$ cat config.mk
export PLATFORM = sky130hd
export DESIGN_NAME = rie_unit
export DESIGN_NICKNAME = d
export VERILOG_FILES = /design/src/rtl/rie_pkg.sv /design/src/rtl/rie_opc_check.sv /design/src/rtl/rie_arbiter.sv /design/src/rtl/rie_state.sv /design/src/rtl/rie_unit.sv
export SDC_FILE = /design/constraint.sdc
export NUM_CORES = 1
export LEC_CHECK = 0
export BUFFER_PORTS_ARGS = -buffer_cell sky130_fd_sc_hd__clkbuf_2
export CAP_MARGIN = 40
export CELL_PAD_IN_SITES_DETAIL_PLACEMENT = 1
export CELL_PAD_IN_SITES_GLOBAL_PLACEMENT = 2
export CORE_ASPECT_RATIO = 0.8
export CORE_MARGIN = 2
export CORE_UTILIZATION = 22
export DETAILED_ROUTE_END_ITERATION = 16
export PLACE_DENSITY_LB_ADDON = 0.1
export SLEW_MARGIN = 20
export SYNTH_ARGS = -nofsm -noshare
export SYNTH_HDL_FRONTEND = slang
export SYNTH_SLANG_ARGS = --single-unit
$ cat constraint.sdc
create_clock -name clk_i -period 2.5 [get_ports clk_i]
set_input_delay 0.125 -clock clk_i [delete_from_list [all_inputs] [get_ports clk_i]]
set_output_delay 0.125 -clock clk_i [all_outputs]
set_load 0.02 [all_outputs]
$ cat src/rtl/rie_pkg.sv
`timescale 1ns/1ps
package rie_pkg;
  typedef struct packed {
    logic sm;
    logic ie;
    logic c;
  } psw_t;

  typedef enum logic [1:0] {
    EV_NONE = 2'd0,
    EV_RIE  = 2'd1,
    EV_IRQ  = 2'd2,
    EV_RTE  = 2'd3
  } ev_e;
endpackage

$ cat src/rtl/rie_opc_check.sv
`timescale 1ns/1ps
module rie_opc_check #(
  parameter int unsigned OPC_W   = 8,
  parameter int unsigned NUM_PAT = 4,
  parameter logic [NUM_PAT*OPC_W-1:0] MASK  = '0,
  parameter logic [NUM_PAT*OPC_W-1:0] MATCH = '0
) (
  input  logic [OPC_W-1:0] opc_i,
  output logic             hit_o
);
  logic [NUM_PAT-1:0] hit_vec;

  for (genvar g = 0; g < NUM_PAT; g++) begin : g_pat
    assign hit_vec[g] = ((opc_i & MASK[g*OPC_W +: OPC_W]) == MATCH[g*OPC_W +: OPC_W]);
  end

  assign hit_o = |hit_vec;
endmodule

$ cat src/rtl/rie_arbiter.sv
`timescale 1ns/1ps
module rie_arbiter
  import rie_pkg::*;
(
  input  logic valid_i,
  input  logic rsv_i,
  input  logic irq_i,
  input  logic ie_i,
  input  logic rte_i,
  output ev_e  ev_o,
  output logic exec_o
);
  logic irq_ok;
  assign irq_ok = irq_i & ie_i;

  // reserved > interrupt > return
  always_comb begin
    ev_o = EV_NONE;
    if (valid_i) begin
      if (rsv_i)       ev_o = EV_RIE;
      else if (irq_ok) ev_o = EV_IRQ;
      else if (rte_i)  ev_o = EV_RTE;
    end
  end

  assign exec_o = valid_i & ~rsv_i & ~irq_ok;
endmodule

$ cat src/rtl/rie_state.sv
`timescale 1ns/1ps
module rie_state
  import rie_pkg::*;
#(
  parameter int unsigned AW = 32
) (
  input  logic          clk_i,
  input  logic          rst_ni,
  input  ev_e           ev_i,
  input  logic          exec_i,
  input  logic          psw_we_i,
  input  psw_t          psw_wd_i,
  input  logic [AW-1:0] pc_i,
  output psw_t          psw_o,
  output psw_t          bpsw_o,
  output logic [AW-1:0] bpc_o
);
  psw_t          psw_q, bpsw_q;
  logic [AW-1:0] bpc_q;

  always_ff @(posedge clk_i or negedge rst_ni) begin
    if (!rst_ni) begin
      psw_q  <= '0;
      bpsw_q <= '0;
      bpc_q  <= '0;
    end else begin
      unique case (ev_i)
        EV_RIE, EV_IRQ: begin
          bpsw_q <= psw_q;
          psw_q  <= '{sm: psw_q.sm, ie: 1'b0, c: 1'b0};
          bpc_q  <= pc_i;
        end
        EV_RTE: psw_q <= bpsw_q;
        default: if (exec_i && psw_we_i) psw_q <= psw_wd_i;
      endcase
    end
  end

  assign psw_o  = psw_q;
  assign bpsw_o = bpsw_q;
  assign bpc_o  = bpc_q;
endmodule

$ cat src/rtl/rie_unit.sv
`timescale 1ns/1ps
module rie_unit
  import rie_pkg::*;
#(
  parameter int unsigned AW      = 32,
  parameter int unsigned IW      = 32,
  parameter int unsigned OPC_MSB = 31,
  parameter int unsigned OPC_W   = 8,
  parameter int unsigned NUM_PAT = 4,
  parameter logic [NUM_PAT*OPC_W-1:0] RSV_MASK  = {8'hFC, 8'hFF, 8'hFF, 8'hF0},
  parameter logic [NUM_PAT*OPC_W-1:0] RSV_MATCH = {8'h3C, 8'hFF, 8'hA5, 8'h70},
  parameter logic [AW-1:0] RIE_VEC = 32'h0000_0040,
  parameter logic [AW-1:0] IRQ_VEC = 32'h0000_0080
) (
  input  logic          clk_i,
  input  logic          rst_ni,
  input  logic          dec_valid_i,
  input  logic [IW-1:0] dec_insn_i,
  input  logic [AW-1:0] dec_pc_i,
  input  logic          rte_i,
  input  logic          psw_we_i,
  input  logic [2:0]    psw_wd_i,
  input  logic          ext_irq_i,
  output logic          exec_o,
  output logic          rie_take_o,
  output logic          irq_take_o,
  output logic          flush_o,
  output logic          redirect_o,
  output logic [AW-1:0] redirect_pc_o,
  output logic [2:0]    psw_o,
  output logic [2:0]    bpsw_o,
  output logic [AW-1:0] bpc_o
);
  localparam int unsigned OPC_LSB = OPC_MSB - OPC_W + 1;

  logic [OPC_W-1:0] opc;
  logic             rsv;
  ev_e              ev;
  logic             exec;
  psw_t             psw, bpsw;
  logic [AW-1:0]    bpc;
  logic             unused_operand;

  assign opc            = dec_insn_i[OPC_MSB:OPC_LSB];
  assign unused_operand = ^dec_insn_i[OPC_LSB-1:0];

  rie_opc_check #(
    .OPC_W  (OPC_W),
    .NUM_PAT(NUM_PAT),
    .MASK   (RSV_MASK),
    .MATCH  (RSV_MATCH)
  ) u_opc (
    .opc_i(opc),
    .hit_o(rsv)
  );

  rie_arbiter u_arb (
    .valid_i(dec_valid_i),
    .rsv_i  (rsv),
    .irq_i  (ext_irq_i),
    .ie_i   (psw.ie),
    .rte_i  (rte_i),
    .ev_o   (ev),
    .exec_o (exec)
  );

  rie_state #(.AW(AW)) u_state (
    .clk_i   (clk_i),
    .rst_ni  (rst_ni),
    .ev_i    (ev),
    .exec_i  (exec),
    .psw_we_i(psw_we_i),
    .psw_wd_i(psw_t'(psw_wd_i)),
    .pc_i    (dec_pc_i),
    .psw_o   (psw),
    .bpsw_o  (bpsw),
    .bpc_o   (bpc)
  );

  always_comb begin
    unique case (ev)
      EV_RIE:  redirect_pc_o = RIE_VEC;
      EV_IRQ:  redirect_pc_o = IRQ_VEC;
      EV_RTE:  redirect_pc_o = {bpc[AW-1:2], 2'b00};
      default: redirect_pc_o = '0;
    endcase
  end

  assign exec_o     = exec;
  assign rie_take_o = (ev == EV_RIE);
  assign irq_take_o = (ev == EV_IRQ);
  assign redirect_o = (ev != EV_NONE);
  assign flush_o    = (ev != EV_NONE);
  assign psw_o      = psw;
  assign bpsw_o     = bpsw;
  assign bpc_o      = bpc;
endmodule

==> results.cfg <==
[clock_network]
clk_latency_ns = 0.28
cts_root_buffer = clkbuf_8
postCtsSetupBuffers = 0
cts_buffer_depth = 2
cts_made_buffers = 5
clkSinkCount = 38
clk_pin_slew_ns = 0.07
htreeDepth = 2
cts_tree = yes

[sta]
fin_crit_sh_pct = 88.55
finalSetupTns_ns = 0
slew_violations = 0
rsz0062_at_grt = no
post-route-min-period_ns = 2.214
setup_violations = 0
hold_viol_final = 0
fin_skew_ns = 0.005959
max_freq_mhz = 451.7

[logic_synthesis]
netlist.area_leader.share_pct = 48.84
synth_edf_count = 0
synth_mux_area_share_pct = 19.67
ys_types = 34
synth_fa_ha_area_share_pct = 3.213
synth_flop_cell = dfrtp_1
synthCells = 166
synthXorXnorAreaFrac_pct = 0.4499
async_reset_ff_share_pct = 100.0
synth_warnings = 0
synth_compound_gate_area_share_pct = 6.684
synth_most_common_cell = dfrtp_1
ys_top_cells_by_count = dfrtp_1, mux2_2, and2_1
synth_area_um2 = 1947
syn-mean-instance-area_um2 = 11.73
ys_ff_latch = 38
synthTopCellsByArea = dfrtp_1, mux2_2, and2_1
yosys.area_share.simple_pct = 17.67
synth_top_family_by_area = multiplexers
ys_seq_area_share_pct = 48.84
yosysTopAreaCell = dfrtp_1

[setup_path]
worst_setup_path_start_kind = input port
r2r_end = u_state.psw_o[2]$_DFFE_PN0P_
crit_fanout = 5
cp_cell_sequence = clkbuf_2 > or4_1 > nor2_2 > nor3_2 > a21boi_1 > ha_1 > buf_4 > o211ai_1 > a21boi_1 > clkbuf_2
rr_startpoint = u_state.psw_o[1]$_DFFE_PN0P_
required_ns = 2.38
r2r_cells = 8
cp_slowest_stage_delay_ns = 0.53
end_kind = output pin
r2r_slack_ns = 0.47
slowest_stage = or4_1
cp.arrival_ns = 2.09
critical_path_class = in2out
crit_start = dec_insn_i[25]

[worst_hold_path]
min_to = u_state.bpc_o[19]$_DFFE_PN0P_
min_path_cells = 2
min_from = dec_pc_i[19]
hp-class = in2reg

[die]
die_h_um = 88.14
io_pins = 148
start_util_pct = 22.85
die_area_um2 = 9623
core_um2 = 8521
rows = 30
dieWidth_um = 109.2

[global_routing]
grt_overflow_total = 0
grt_max_degree = 24
grt_use_total_pct = 12.05
antenna_found_initial = 0
grt_pass1_vias = 1745
grt_pass1_wl_um = 8983

[place]
dp_hpwl_um = 4656
gp_congestion = 0.7045
portBuffers = 121

[routing]
dr.first_iter.drc_count = 47
vias_per_cell = 4.178
ant_nets = 0
wire_per_inst_um = 13.98
wl_um = 5745
vias = 1717
drcViolationCount = 0
drt_first_pass_iters = 4

[power_and_ir_drop]
p_leak_nw = 1.494
power_density_nw_per_um2 = 723.8
irDropWorstVdd_uv = 236.9
power.total_mw = 2.078

[run]
cap_viol_max_count = 0

[final_layout]
finalNetCount = 376
syn2layout_area_growth_pct = 47.49
drive_above_1_share_pct = 60.54
antenna_cells = 0

[status]
outcome = complete, no violations
==> cells by family after synthesis <==
logic type                 after synthesis
AOI/OAI and AO/OA                       15
xor gates and xnor gates                 1
adders and majority gates                5
buffers and inverters                   13
DFF                                     38
muxes                                   34
other                                    1
and+or+nand+nor                         59
==> power by group <==
| part | switching (mW) | internal, mW |
|---|---|---|
| Combinational | 0.404 | 0.307 |
| Sequential | 0.107 | 0.756 |
| Clock | 0.206 | 0.299 |
==> registers in the layout (all words and copies together), names as in the netlist <==
| signal | count |
|---|---|
| u_state.bpsw_o | 3 |
| u_state.psw_o | 3 |
| u_state.bpc_o | 32 |
==> how the worst max path moves through the flow <==
stage | depth (start not counted) | slack, ns | to
2_1_floorplan | 9 | 0.03 | u_state.psw_o[2]$_DFFE_PN0P_
3_3_place_gp | 8 | 0.03 | u_state.bpc_o[14]$_DFFE_PN0P_
3_5_place_dp | 8 | 0.03 | u_state.bpc_o[14]$_DFFE_PN0P_
4_1_cts | 10 | 0.14 | redirect_pc_o[6]
5_1_grt | 10 | 0.1 | redirect_pc_o[6]
6_report | 10 | 0.29 | redirect_pc_o[6]
==> per-stage QoR <==
stage | utilization, % | std cells | cell area [um^2] | hold slack [ns] | setup slack, ns
detailed placement | 32.28 | 402 | 2750 | 0.09816 | 0.03188
global route | 33.70 | 411 | 2872 | 0.05144 | 0.09694
global placement | 32.04 | 401 | 2730 | 0.3456 | 0.02854
CTS | 33.64 | 411 | 2867 | 0.05562 | 0.1410
finish | 33.70 | 411 | 2872 | 0.06982 | 0.2863
floorplan | - | 167 | 1954 | -0.1706 | 0.02511
==> placed cells by master, fill, tap and decap left out, drive strengths merged, types with 3 or more instances in the layout <==
master	netlist	layout
and2	29	29
ha	5	5
nand2	10	10
or4	3	3
mux2	34	34
dfrtp	38	38
nand3	3	3
buf	7	13
and3	3	3
clkbuf	4	128
==> critical path: cells and delay by family <==
family	cells	cell delay [ns]
AO/OA/AOI/OAI	3	0.46
buffers and inverters	3	0.44
adder cells (fa/ha/maj)	1	0.29
AND/OR/NAND/NOR	3	0.77
==> area by class of cell <==
class	count	area, um^2
fillers	1006	5649
flip-flops and latches	38	950.9
multi-input cells	116	940.9
repair buffers	135	725.7
well taps	112	140.1
clock buffers	7	76.32
clock inverters	1	30.03
inverters	2	7.507
==> per-layer routing <==
metal | GRT usage, % | up-vias | share of wire [%]
li1 | - | 837 | -
met1 | 17.46 | 803 | 47
met2 | 17.79 | 75 | 43
met3 | 3.869 | 2 | 9.2
met4 | 2.071 | 0 | 0.33
met5 | 0 | - | 0
==> timing repair <==
item | CTS | global route
hold buffers | 1 | 0
setup endpoints to repair | 0 | 22
endpoints found under the hold margin | 15 | 0
gates resized for setup | 0 | 2
Note: power is estimated with default switching activity, not from simulation.
